==> config.mk <==
export PLATFORM = sky130hd
export DESIGN_NAME = fifo_offset_loader
export DESIGN_NICKNAME = d
export VERILOG_FILES = /design/src/rtl/ofl_pkg.sv /design/src/rtl/ofl_rst_sync.sv /design/src/rtl/ofl_access_dec.sv /design/src/rtl/ofl_offset_bank.sv /design/src/rtl/ofl_read_port.sv /design/src/rtl/fifo_offset_loader.sv
export SDC_FILE = /design/constraint.sdc
export NUM_CORES = 1
export LEC_CHECK = 0
export CORE_ASPECT_RATIO = 0.5
export CORE_MARGIN = 2
export CORE_UTILIZATION = 60
export CTS_BUF_LIST = sky130_fd_sc_hd__clkbuf_4
export DETAILED_ROUTE_END_ITERATION = 8
export DONT_BUFFER_PORTS = 1
export GPL_TIMING_DRIVEN = 0
export PLACE_DENSITY = 0.82
export SETUP_SLACK_MARGIN = 0.3
export SYNTH_ARGS = -nofsm -noshare
export SYNTH_HDL_FRONTEND = slang
export SYNTH_SLANG_ARGS = --single-unit
==> constraint.sdc <==
create_clock -name clk_i -period 4.9 [get_ports clk_i]
set_input_delay 0.98 -clock clk_i [delete_from_list [all_inputs] [get_ports clk_i]]
set_output_delay 0.98 -clock clk_i [all_outputs]
set_load 0.01 [all_outputs]
==> src/rtl/ofl_pkg.sv <==
package ofl_pkg;

  // Register half order; the numeric order is the stepping order.
  typedef enum logic [1:0] {
    HALF_AE_LO = 2'd0,
    HALF_AE_HI = 2'd1,
    HALF_AF_LO = 2'd2,
    HALF_AF_HI = 2'd3
  } half_e;

  // Per-cycle access decision.
  typedef struct packed {
    logic mem_we;
    logic mem_re;
    logic reg_wr;
    logic reg_rd;
    logic reg_sh;
  } access_t;

  function automatic half_e next_half(half_e h);
    logic [1:0] nxt;
    nxt = h + 2'd1;
    return half_e'(nxt);
  endfunction

endpackage

==> src/rtl/ofl_rst_sync.sv <==
module ofl_rst_sync #(
  parameter int STAGES = 2
) (
  input  logic clk_i,
  input  logic rst_ni,
  output logic rst_sync_no
);

  logic [STAGES-1:0] sync_q;
  logic [STAGES-1:0] sync_d;

  always_comb begin
    sync_d = {sync_q[STAGES-2:0], 1'b1};
  end

  always_ff @(posedge clk_i or negedge rst_ni) begin
    if (!rst_ni) begin
      sync_q <= '0;
    end else begin
      sync_q <= sync_d;
    end
  end

  assign rst_sync_no = sync_q[STAGES-1];

endmodule

==> src/rtl/ofl_access_dec.sv <==
module ofl_access_dec
  import ofl_pkg::*;
(
  input  logic    active_i,
  input  logic    ld_i,
  input  logic    wen_ni,
  input  logic    ren_ni,
  input  logic    sen_ni,
  input  logic    serial_i,
  output access_t acc_o
);

  always_comb begin
    acc_o = '0;
    if (active_i) begin
      if (ld_i) begin
        // enables go to FIFO storage
        acc_o.mem_we = !wen_ni;
        acc_o.mem_re = !ren_ni;
      end else begin
        // read-back in either method
        acc_o.reg_rd = !ren_ni;
        // each method blocks the other one's loading path
        acc_o.reg_wr = !serial_i && !wen_ni;
        acc_o.reg_sh = serial_i && !sen_ni && wen_ni;
      end
    end
  end

endmodule

==> src/rtl/ofl_offset_bank.sv <==
module ofl_offset_bank
  import ofl_pkg::*;
#(
  parameter int          OFS_W  = 14,
  parameter int          BUS_W  = 9,
  parameter logic [13:0] DEF_LO = 14'h007F,
  parameter logic [13:0] DEF_HI = 14'h03FF
) (
  input  logic             clk_i,
  input  logic             rst_ni,
  input  logic             ld_i,
  input  logic             ser_sel_i,
  input  access_t          acc_i,
  input  logic             si_i,
  input  logic [BUS_W-1:0] d_i,
  output logic [OFS_W-1:0] ae_o,
  output logic [OFS_W-1:0] af_o,
  output logic             serial_o
);

  localparam int HI_W = OFS_W - BUS_W;

  logic             in_rst;
  logic [OFS_W-1:0] ae_q, ae_d;
  logic [OFS_W-1:0] af_q, af_d;
  logic             mode_q, mode_d;
  half_e            wptr_q, wptr_d;

  assign in_rst = !rst_ni;

  // Next state for offsets and method flag.
  always_comb begin
    ae_d   = ae_q;
    af_d   = af_q;
    mode_d = mode_q;
    if (in_rst) begin
      // defaults and method captured while reset is held
      ae_d   = ld_i ? DEF_HI : DEF_LO;
      af_d   = ld_i ? DEF_HI : DEF_LO;
      mode_d = ser_sel_i;
    end else if (acc_i.reg_wr) begin
      // half selected by write pointer
      case (wptr_q)
        HALF_AE_LO: ae_d[BUS_W-1:0]     = d_i;
        HALF_AE_HI: ae_d[OFS_W-1:BUS_W] = d_i[HI_W-1:0];
        HALF_AF_LO: af_d[BUS_W-1:0]     = d_i;
        HALF_AF_HI: af_d[OFS_W-1:BUS_W] = d_i[HI_W-1:0];
        default:    ae_d                = ae_q;
      endcase
    end else if (acc_i.reg_sh) begin
      // new bit enters at the top of the chain, oldest ends at bit 0
      {af_d, ae_d} = {si_i, af_q, ae_q[OFS_W-1:1]};
    end
  end

  always_comb begin
    wptr_d = next_half(wptr_q);
  end

  // Loaded during the reset window, so no asynchronous clear here.
  always_ff @(posedge clk_i) begin
    ae_q   <= ae_d;
    af_q   <= af_d;
    mode_q <= mode_d;
  end

  always_ff @(posedge clk_i or negedge rst_ni) begin
    if (!rst_ni) begin
      wptr_q <= HALF_AE_LO;
    end else if (acc_i.reg_wr) begin
      wptr_q <= wptr_d;
    end
  end

  assign ae_o     = ae_q;
  assign af_o     = af_q;
  assign serial_o = mode_q;

  assert_mode_fixed_R2: assert property (@(posedge clk_i) disable iff (!rst_ni)
    rst_ni |=> $stable(mode_q));

  assert_wptr_step_R3: assert property (@(posedge clk_i) disable iff (!rst_ni)
    acc_i.reg_wr |=> wptr_q == next_half($past(wptr_q)));

  assert_wptr_frozen_R7: assert property (@(posedge clk_i) disable iff (!rst_ni)
    mode_q |=> $stable(wptr_q));

  assert_shift_chain_R6: assert property (@(posedge clk_i) disable iff (!rst_ni)
    acc_i.reg_sh |=> (af_q[OFS_W-1] == $past(si_i)) &&
                     (ae_q[OFS_W-1] == $past(af_q[0])));

  assert_idle_hold_R9: assert property (@(posedge clk_i) disable iff (!rst_ni)
    !(acc_i.reg_wr || acc_i.reg_sh) |=> $stable(ae_q) && $stable(af_q));

endmodule

==> src/rtl/ofl_read_port.sv <==
module ofl_read_port
  import ofl_pkg::*;
#(
  parameter int OFS_W = 14,
  parameter int BUS_W = 9
) (
  input  logic             clk_i,
  input  logic             rst_ni,
  input  access_t          acc_i,
  input  logic [OFS_W-1:0] ae_i,
  input  logic [OFS_W-1:0] af_i,
  output logic [BUS_W-1:0] q_o
);

  localparam int HI_W = OFS_W - BUS_W;

  half_e            rptr_q, rptr_d;
  logic [BUS_W-1:0] q_q, sel_val;

  // high halves are zero-padded to the port width
  always_comb begin
    case (rptr_q)
      HALF_AE_LO: sel_val = ae_i[BUS_W-1:0];
      HALF_AE_HI: sel_val = BUS_W'(ae_i[OFS_W-1:BUS_W]);
      HALF_AF_LO: sel_val = af_i[BUS_W-1:0];
      HALF_AF_HI: sel_val = BUS_W'(af_i[OFS_W-1:BUS_W]);
      default:    sel_val = '0;
    endcase
    rptr_d = next_half(rptr_q);
  end

  // register values sampled before any same-cycle write lands
  always_ff @(posedge clk_i or negedge rst_ni) begin
    if (!rst_ni) begin
      rptr_q <= HALF_AE_LO;
      q_q    <= '0;
    end else if (acc_i.reg_rd) begin
      rptr_q <= rptr_d;
      q_q    <= sel_val;
    end
  end

  assign q_o = q_q;

  assert_rptr_step_R4: assert property (@(posedge clk_i) disable iff (!rst_ni)
    acc_i.reg_rd |=> rptr_q == next_half($past(rptr_q)));

  assert_q_hold_R4: assert property (@(posedge clk_i) disable iff (!rst_ni)
    !acc_i.reg_rd |=> $stable(q_o));

  assert_hi_pad_R4: assert property (@(posedge clk_i) disable iff (!rst_ni)
    (acc_i.reg_rd && rptr_q[0]) |=> q_o[BUS_W-1:HI_W] == '0);

endmodule

==> src/rtl/fifo_offset_loader.sv <==
module fifo_offset_loader
  import ofl_pkg::*;
#(
  parameter int          OFS_W     = 14,
  parameter int          BUS_W     = 9,
  parameter int          RST_STAGES = 2,
  parameter logic [13:0] DEF_LO    = 14'h007F,
  parameter logic [13:0] DEF_HI    = 14'h03FF
) (
  input  logic             clk_i,
  input  logic             rst_ni,
  input  logic             ld_i,
  input  logic             ser_sel_i,
  input  logic             wen_ni,
  input  logic             ren_ni,
  input  logic             sen_ni,
  input  logic             si_i,
  input  logic [BUS_W-1:0] d_i,
  output logic [BUS_W-1:0] q_o,
  output logic             mem_we_o,
  output logic             mem_re_o,
  output logic [OFS_W-1:0] ae_ofs_o,
  output logic [OFS_W-1:0] af_ofs_o
);

  logic    rst_sync_n;
  logic    serial_mode;
  access_t acc;

  ofl_rst_sync #(.STAGES(RST_STAGES)) u_rst_sync (
    .clk_i       (clk_i),
    .rst_ni      (rst_ni),
    .rst_sync_no (rst_sync_n)
  );

  ofl_access_dec u_dec (
    .active_i (rst_sync_n),
    .ld_i     (ld_i),
    .wen_ni   (wen_ni),
    .ren_ni   (ren_ni),
    .sen_ni   (sen_ni),
    .serial_i (serial_mode),
    .acc_o    (acc)
  );

  ofl_offset_bank #(
    .OFS_W  (OFS_W),
    .BUS_W  (BUS_W),
    .DEF_LO (DEF_LO),
    .DEF_HI (DEF_HI)
  ) u_bank (
    .clk_i     (clk_i),
    .rst_ni    (rst_sync_n),
    .ld_i      (ld_i),
    .ser_sel_i (ser_sel_i),
    .acc_i     (acc),
    .si_i      (si_i),
    .d_i       (d_i),
    .ae_o      (ae_ofs_o),
    .af_o      (af_ofs_o),
    .serial_o  (serial_mode)
  );

  ofl_read_port #(
    .OFS_W (OFS_W),
    .BUS_W (BUS_W)
  ) u_rd (
    .clk_i  (clk_i),
    .rst_ni (rst_sync_n),
    .acc_i  (acc),
    .ae_i   (ae_ofs_o),
    .af_i   (af_ofs_o),
    .q_o    (q_o)
  );

  assign mem_we_o = acc.mem_we;
  assign mem_re_o = acc.mem_re;

  assert_ld_freeze_R8: assert property (@(posedge clk_i) disable iff (!rst_sync_n)
    ld_i |=> $stable(ae_ofs_o) && $stable(af_ofs_o) && $stable(q_o));

endmodule

==> impl_metrics.json, run 1 <==
{
  "synthAdderAreaFrac_pct": 4.82,
  "maxCapViolations": 0,
  "slowest_delay_ns": 0.81,
  "die_y_um": 45.6,
  "hp-class": "input port to asynchronous set/reset pin",
  "slew_viol_final": 0,
  "syn_inst": 188,
  "initial_core_util_pct": 61.5,
  "post-route-drc-count": 0,
  "numCtsBuffers": 5,
  "cts_root_buf": "clkbuf_4",
  "tns_ns": 0,
  "min_period_over_period_pct": 70.0,
  "setup_violations": 0,
  "post_cts_buffers": 0,
  "leakage_uw": 0.000911,
  "cts_resized": 0,
  "cp-end-kind": "output pin",
  "synthDistinctLibCells": 26,
  "drive_above_1_share_pct": 8.16,
  "synth_compound_area_share_pct": 14.5,
  "critPathMaxFanout": 17,
  "io_pins": 56,
  "clkTransAtPathRegs_ns": 0.13,
  "p_per_area_mw_per_mm2": 467,
  "r2r_cells": 4,
  "synth_top_area_share_pct": 41.9,
  "ys_seq_area_share_pct": 60.0,
  "worst_pin_slew_ns": 0.691,
  "total_power_uw": 1030,
  "htreeDepth": 2,
  "synth_area_leader_cell": "edfxtp_1",
  "diodes": 0,
  "synth_nets": 213,
  "fmax_ghz": 0.292,
  "hold_viol": 0,
  "yosys_warnings": 0,
  "synth_area_leaders": "edfxtp_1 (42%), dfrtp_1 (18%), nand2_1 (7.0%), ha_1 (4.8%), a21o_1 (3.6%)",
  "cp.arrival_ns": 2.45,
  "fillers": 269,
  "status": "finished clean",
  "firstDrtPassIters": 5,
  "cts_tree": "done",
  "viasPerCell": 6.24,
  "routedLengthMet1_um": 2050,
  "grt_pass1_vias": 1346,
  "synthesis.area_mm2": 0.00208,
  "grt_overflow": 0,
  "final_antenna_net_count": 0,
  "ys_async_sr_fraction_pct": 34.1,
  "irDropWorstVdd_uv": 242,
  "grt_max_degree": 18,
  "vias": 1486,
  "die_width_um": 87.2,
  "rsz0062_at_grt": "no",
  "hpwl_um": 3430,
  "r2r_start": "u_rst_sync.sync_q[1]$_DFF_PN0_",
  "ys_seq_elements": 44,
  "cp_cell_sequence": "clkbuf_1, clkbuf_1, nand2_1, nor2_1",
  "fin_nets": 220,
  "io_buffers": 0,
  "dr_wl_met3_um": 529,
  "synthSimpleGateAreaFrac_pct": 16.0,
  "cts-hold-fix-buffers": 0,
  "cts.sink_count": 44,
  "synth_ff_type": "edfxtp_1",
  "insertion_delay_ns": 0.37,
  "grt.total_usage_pct": 25.1,
  "drt_iter0_drc": 172,
  "cp_slowest_cell": "dfrtp_1",
  "dr.max_layer_used": "met4",
  "cts_max_path_buffers": 2,
  "multi_input_area_um2": 764,
  "r2r_slack_ns": 2.84,
  "start_kind": "register",
  "synthMuxAreaShare_pct": 0.542,
  "regArea_mm2": 0.00125,
  "rows": 15,
  "synth_top_family_by_area": "simple AND/OR/NAND/NOR gates",
  "route.met2.wl_um": 2070,
  "crit_type": "register to output pin",
  "clock_skew_ns": 0.0122,
  "die_area_mm2": 0.00398,
  "critical_path_required_ns": 3.92,
  "antenna_found_initial": 0,
  "coreArea_mm2": 0.00338,
  "wl_per_cell_um": 19.8,
  "synth-edff-count": 29,
  "min_period_ns": 3.43,
  "wl_um": 4720,
  "r2r_end": "u_bank.af_o[9]$_DFFE_PP_",
  "grt_first_pass_wirelength_um": 7170,
  "synth_xor_area_share_pct": 0.843,
  "syn_area_per_cell_um2": 11.0,
  "max_slew_margin_pct": 53.9,
  "area_delta_synth_final_pct": 6.39,
  "worst_path_most_repeated_cell": "clkbuf_1",
  "place.gp.congestion": 0.800
}
-- cells in the mapped netlist (2+ instances only) --
master	count
a21o_1	10
a21oi_1	11
a222oi_1	5
a311o_1	4
a31oi_1	4
and2_1	5
and3_1	2
buf_2	5
clkbuf_1	5
dfrtp_1	15
edfxtp_1	29
ha_1	8
inv_1	6
nand2_1	39
nand3_1	12
nor2_1	7
o21ai_0	11
xnor2_1	2
-- power breakdown --
group	switching, uW	total, uW	internal, uW
Sequential	85.5	558	472
Combinational	144	245	101
Clock	122	229	107
Total	351	1030	680
-- layer usage --
layer  global-route usage [%]  vias to the layer above
met5                        0                        -
met4                     4.31                        0
met3                     9.42                        8
met2                     36.5                       88
met1                     36.8                      701
li1                         -                      689
-- layout by cell type, fill, tap and decap left out --
cell type  count
a21o_1        10
buf_2          5
conb_1         1
nor3_2         1
inv_1          6
nand4bb_1      1
a222oi_1       5
o21ai_0       11
mux2_2         1
clkinv_1       1
clkbuf_1       5
edfxtp_1      29
or3b_2         1
and3_1         2
dfrtp_1       15
xnor2_1        2
ha_1           8
and2_1         5
a31oi_1        4
a311o_1        4
or3_1          1
nor2_1         7
bufinv_16      1
nand2_1       39
a21oi_1       11
nor3b_2        1
nor2b_1        1
nand3_1       12
clkbuf_4       5
clkinv_4       1
-- worst max-delay path: cells and delay by family (launching register included) --
family        cells  cell delay, ns
buf+inv           2            0.81
flops             1            0.81
simple gates      2            0.45
-- registers in the layout, summed over array words and instances (netlist names) --
register           flops
u_bank.wptr_q          2
u_rd.rptr_q            2
u_bank.ae_o           14
u_rd.q_o               9
u_bank.serial_o        1
u_bank.af_o           14
u_rst_sync.sync_q      2
-- area by class of cell --
type | instances | area share [%]
buffer | 10 | 1.98
clock buffer | 5 | 1.70
clock inverter | 3 | 1.93
inverter | 6 | 1.02
multi-input combinational | 128 | 34.6
sequential | 44 | 56.4
tap | 42 | 2.38
-- cell families after synthesis --
kind of cell / Yosys count
buffers and inverters: 16
AO/OA/AOI/OAI: 45
flip-flops: 44
multiplexers: 1
other: 1
AND/OR/NAND/NOR: 71
XOR/XNOR: 2
adder cells (fa/ha/maj): 8
-- per-stage QoR --
stage	cell area (um^2)	util [%]	instances	hold slack, ns	worst slack, ns
2_1_floorplan	2080	-	188	0.187	2.44
3_3_place_gp	2130	63.0	230	0.290	1.99
3_5_place_dp	2130	63.0	230	0.308	1.88
4_1_cts	2210	65.4	238	0.285	1.47
5_1_grt	2210	65.4	238	0.263	1.22
6_report	2210	65.4	238	0.284	1.47
-- how the worst max path moves through the flow --
stage / depth (start not counted) / slack [ns] / end / start
final: 4 / 1.47 / mem_re_o / u_rst_sync.sync_q[1]$_DFF_PN0_
after global routing: 4 / 1.22 / mem_re_o / u_rst_sync.sync_q[1]$_DFF_PN0_
after CTS: 4 / 1.47 / mem_re_o / u_rst_sync.sync_q[1]$_DFF_PN0_
after detailed placement: 4 / 1.88 / mem_re_o / u_rst_sync.sync_q[1]$_DFF_PN0_
after global placement: 4 / 1.99 / mem_we_o / u_rst_sync.sync_q[1]$_DFF_PN0_
after floorplan: 4 / 2.44 / mem_re_o / u_rst_sync.sync_q[1]$_DFF_PN0_
No activity file was read; power rests on OpenSTA's default activity.
==> run 2: changes to the inputs <==
CORE_UTILIZATION = 59   (was 60)
PLACE_DENSITY = 0.84   (was 0.82)
clock period = 2.8 ns   (was 4.9 ns; I/O delays follow)
==> run 2 against run 1 <==
Die area increased by 1.6%. Wire length shrank 0.40%. Total power rose by 67%. Critical path depth did not move. Sequential power up 74%. Register-to-register slack lost 1.8 ns. Combinational power up 79%. Global-route usage is 0.60 points lower. Sequential cell count stayed put. Clock power grew 36%. Non-clock buffer count up 4. Final area increased by 1.2%. Highest routed layer unchanged.
==> impl_metrics.json, run 2 (synthesis gave the netlist of run 1 again) <==
{
  "cts.sink_count": 44,
  "slowest_delay_ns": 0.46,
  "place.gp.congestion": 0.907,
  "fillers": 271,
  "leakage_uw": 0.000922,
  "maxCapViolations": 0,
  "viasPerCell": 6.14,
  "min_period_ns": 2.23,
  "wl_per_cell_um": 18.7,
  "r2r_cells": 6,
  "layout_common_cells": "nand2_1 (39), edfxtp_1 (29), dfrtp_1 (14)",
  "cp-end-kind": "output pin",
  "rsz0062_at_grt": "no",
  "critical_path_cell_count": 4,
  "tns_ns": 0,
  "final_antenna_net_count": 0,
  "antenna_found_initial": 0,
  "hold_slack_ns": 0.246,
  "cp_slowest_cell": "dfrtp_4",
  "crit_type": "register to output pin",
  "worst_path_most_repeated_cell": "clkbuf_2",
  "htreeDepth": 2,
  "diodes": 0,
  "cts_root_buf": "clkbuf_4",
  "grt_overflow": 0,
  "die_area_mm2": 0.00404,
  "fin_nets": 224,
  "min_period_over_period_pct": 79.6,
  "grt_max_degree": 18,
  "fmax_ghz": 0.449,
  "start_kind": "register",
  "insertion_delay_ns": 0.36,
  "area_delta_synth_final_pct": 7.65,
  "cts_tree": "done",
  "place_inst": 239,
  "hp-class": "register to asynchronous set/reset pin",
  "place_area_mm2": 0.00214,
  "initial_core_util_pct": 61.1,
  "io_buffers": 0,
  "die_y_um": 46.0,
  "setup_violations": 0,
  "fin_cells": 251,
  "final_cell_area_mm2": 0.00224,
  "drive_above_1_share_pct": 11.0,
  "grt_pass1_vias": 1328,
  "drt_iter0_drc": 200,
  "post-route-drc-count": 0,
  "multi_input_area_um2": 764,
  "coreArea_mm2": 0.00340,
  "critical_path_required_ns": 2.24,
  "layout_commonest_cell": "nand2_1",
  "vias": 1540,
  "firstDrtPassIters": 6,
  "irDropWorstVdd_uv": 423,
  "io_pins": 56,
  "wl_um": 4700,
  "hpwl_um": 3470,
  "grt_first_pass_wirelength_um": 7000,
  "slew_viol_final": 0,
  "clkTransAtPathRegs_ns": 0.12,
  "cts_max_path_buffers": 2,
  "cp_cell_sequence": "clkbuf_2, clkbuf_2, nand2_1, nor2_1",
  "numCtsBuffers": 5,
  "hold_viol": 0,
  "critPathMaxFanout": 10,
  "regArea_mm2": 0.00125,
  "grt.total_usage_pct": 24.5,
  "die_width_um": 87.9,
  "status": "finished clean",
  "worst-path-buf-inv": 2,
  "cp.arrival_ns": 1.67,
  "rows": 15,
  "crit_family": "flip-flops",
  "clock_skew_ns": 0.0146,
  "p_per_area_mw_per_mm2": 770
}
[run 2: final timing paths]
check | start | to | slack (ns)
max in group asynchronous | rst_ni | u_rst_sync.sync_q[1]$_DFF_PN0_ | 2.26
hold reg to reg | u_rst_sync.sync_q[1]$_DFF_PN0_ | u_bank.wptr_q[0]$_DFFE_PN0P_ | 0.25
setup / recovery | u_rst_sync.sync_q[1]$_DFF_PN0_ | mem_re_o | 0.57
min in group clk_i | ser_sel_i | u_bank.serial_o$_DFFE_PN_ | 0.29
setup reg to reg | u_rd.rptr_q[0]$_DFFE_PN0P_ | u_rd.q_o[0]$_DFFE_PN0P_ | 1.02
hold / removal | u_rst_sync.sync_q[1]$_DFF_PN0_ | u_bank.wptr_q[0]$_DFFE_PN0P_ | 0.25
[run 2: repair_timing]
action / 4_1_cts / 5_1_grt
resized for setup: 4 / 0
endpoints found under the hold margin: 2 / 0
setup endpoints to repair: 2 / 2
hold buffers: 1 / 0
buffers inserted: 0 / 3
[run 2: final cells by class]
type / instances / share of cell area (%)
Inverter: 6 / 1.01
Clock buffer: 6 / 2.01
Sequential cell: 44 / 55.9
Multi-Input combinational cell: 128 / 34.2
Buffer: 10 / 2.07
Clock inverter: 2 / 0.504
Tap cell: 51 / 2.85
Timing Repair Buffer: 4 / 1.45
[run 2: stage by stage]
step,worst slack [ns],util [%],power (uW)
after global placement,0.274,63.0,1380
after floorplan,0.763,-,1280
final,0.572,65.8,1720
after global routing,0.486,65.8,1810
after CTS,0.402,65.2,1710
after detailed placement,0.262,63.0,1410
[run 2: report_power, final]
group	leakage, uW	total [uW]	internal, uW	switching [uW]
Sequential	0.000449	971	827	144
Clock	0.0000293	311	105	206
Combinational	0.000443	439	181	258
[run 2: layer usage]
layer	track usage, %	wire, um	vias up
met5	0	0	-
met4	8.62	31	0
met3	7.61	528	4
met2	36.4	2130	98
met1	34.5	2010	739
li1	-	-	699
==> run 3: changes to the inputs <==
CORE_UTILIZATION = 60   (was 59)
PLACE_DENSITY = 0.82   (was 0.84)
clock period = 2.1 ns   (was 2.8 ns; I/O delays follow)
==> run 3 against run 2 <==
Core utilization grew 1.8 points. Clock-buffer cell count unchanged. Largest power group unchanged. Non-clock buffer count fell by 2. Register-to-register slack got worse by 0.64 ns. Clock power rose by 73%. Combinational power rose by 35%. Highest routed layer unchanged. Final area increased by 2.2%. Wire length rose by 6.2%.
==> impl_metrics.json, run 3 (synthesis gave the netlist of run 1 again) <==
{
  "r2r_slack_ns": 0.38,
  "min_period_ns": 1.75,
  "netSwitchingPower_uw": 818,
  "fin_nets": 222,
  "htreeDepth": 2,
  "whs_endpoint": "u_bank.serial_o$_DFFE_PN_",
  "place_area_mm2": 0.00213,
  "layout_commonest_cell": "nand2_1",
  "cp_slowest_cell": "dfrtp_4",
  "dr_wl_met3_um": 558,
  "maxCapViolations": 0,
  "grt_overflow": 0,
  "hold_viol": 0,
  "r2r_start": "u_bank.serial_o$_DFFE_PN_",
  "r2r_end": "u_bank.af_o[8]$_DFFE_PP_",
  "cts_tree": "done",
  "vias": 1574,
  "irDropWorstVdd_uv": 577,
  "insertion_delay_ns": 0.36,
  "grt_max_degree": 17,
  "grt.total_usage_pct": 26.7,
  "final_cell_area_mm2": 0.00228,
  "numCtsBuffers": 5,
  "die_area_mm2": 0.00398,
  "viasPerCell": 6.56,
  "power_frac_comb_pct": 24.3,
  "place_ws_ns": -0.0823,
  "cp.arrival_ns": 1.33,
  "slew_viol_final": 0,
  "io_pins": 56,
  "drt_iter0_drc": 168,
  "crit_family": "flip-flops",
  "status": "finished clean",
  "worst_slack_ns": 0.346,
  "place.gp.congestion": 0.792,
  "crit_type": "register to output pin",
  "hpwl_um": 3520,
  "die_width_um": 87.2,
  "p_per_area_mw_per_mm2": 1060,
  "io_buffers": 0,
  "start_kind": "register",
  "holdCritStartpoint": "ser_sel_i",
  "cp_cell_sequence": "clkbuf_8, buf_8, nand2_4, nor2_2",
  "firstDrtPassIters": 6,
  "dr.max_layer_used": "met4",
  "internal_power_uw": 1610,
  "layout_common_cells": "nand2_1 (38), edfxtp_1 (29), dfrtp_1 (14)",
  "drive_above_1_share_pct": 14.6,
  "grt_pass1_vias": 1443,
  "swShare_pct": 33.7,
  "critical_path_required_ns": 1.68,
  "clock_skew_ns": 0.00807,
  "initial_core_util_pct": 61.5,
  "slowest_delay_ns": 0.51,
  "area_delta_synth_final_pct": 10.0,
  "die_y_um": 45.6,
  "hp-class": "input port to register",
  "p_seq_share_pct": 53.5,
  "coreArea_mm2": 0.00338,
  "p_clk_share_pct": 22.2,
  "hold_depth": 0,
  "setup_violations": 0,
  "diodes": 0,
  "worst-path-buf-inv": 2,
  "min_period_over_period_pct": 83.5,
  "post-route-drc-count": 0,
  "rows": 15,
  "final_antenna_net_count": 0,
  "fmax_ghz": 0.570,
  "cts_root_buf": "clkbuf_4",
  "r2r_cells": 3,
  "tns_ns": 0,
  "cts_max_path_buffers": 2,
  "cp-end-kind": "output pin",
  "leakage_uw": 0.000947,
  "clkTransAtPathRegs_ns": 0.12,
  "rsz0062_at_grt": "no",
  "total_power_uw": 2430,
  "cts.sink_count": 44,
  "grt_first_pass_wirelength_um": 7560,
  "routedLengthMet1_um": 2070,
  "wl_um": 4990,
  "critPathMaxFanout": 10,
  "antenna_found_initial": 0,
  "wl_per_cell_um": 20.8,
  "route.met2.wl_um": 2260
}
## run 3: power groups by stage
stage | Clock (uW) | Sequential, uW | Combinational [uW]
2_1_floorplan | 0 | 1280 | 437
3_3_place_gp | 0 | 1320 | 531
3_5_place_dp | 0 | 1330 | 553
4_1_cts | 539 | 1300 | 573
5_1_grt | 561 | 1320 | 670
6_report | 539 | 1300 | 591
## run 3: area by class of cell
type | instances | area, um^2
flip-flops and latches | 44 | 1250
fillers | 250 | 1090
multi-input cells | 128 | 795
plain buffers | 10 | 67.6
well taps | 42 | 52.6
clock buffers | 6 | 45.0
clock inverters | 2 | 35.0
inverters | 6 | 22.5
repair buffers | 2 | 17.5
## run 3: timing repair
action	in CTS	in global routing
buffers inserted	1	0
resized for setup	13	8
endpoints found under the hold margin	2	0
gates cloned	0	0
pin swaps	1	1
endpoints found under the setup margin	13	7
hold buffers	1	0
## run 3: worst max path at each step
stage          depth (start not counted)  slack [ns]       end                      startpoint
3_5_place_dp                           4       -0.08  mem_re_o  u_rst_sync.sync_q[1]$_DFF_PN0_
4_1_cts                                4        0.29  mem_re_o  u_rst_sync.sync_q[1]$_DFF_PN0_
3_3_place_gp                           4       -0.03  mem_we_o  u_rst_sync.sync_q[1]$_DFF_PN0_
2_1_floorplan                          4        0.33  mem_re_o  u_rst_sync.sync_q[1]$_DFF_PN0_
5_1_grt                                4        0.30  mem_we_o  u_rst_sync.sync_q[1]$_DFF_PN0_
6_report                               4        0.35  mem_we_o  u_rst_sync.sync_q[1]$_DFF_PN0_
## run 3: metal layers
layer,track usage [%],vias up
li1,-,694
met1,36.5,765
met2,42.0,100
met3,8.33,15
met4,8.31,0
met5,0,-
## run 3: metrics by stage
step | util (%) | hold WS, ns | cells
final | 67.6 | 0.149 | 240
after global routing | 67.6 | 0.141 | 240
after CTS | 67.0 | 0.148 | 240
after detailed placement | 63.1 | 0.124 | 230
after global placement | 63.1 | 0.124 | 230
after floorplan | - | 0.124 | 188
## run 3: worst register-to-register path, stage by stage (launching register included)
cell and delay (ns):
edfxtp_1 0.45, nor3_2 0.34, buf_2 0.31, a21o_2 0.32
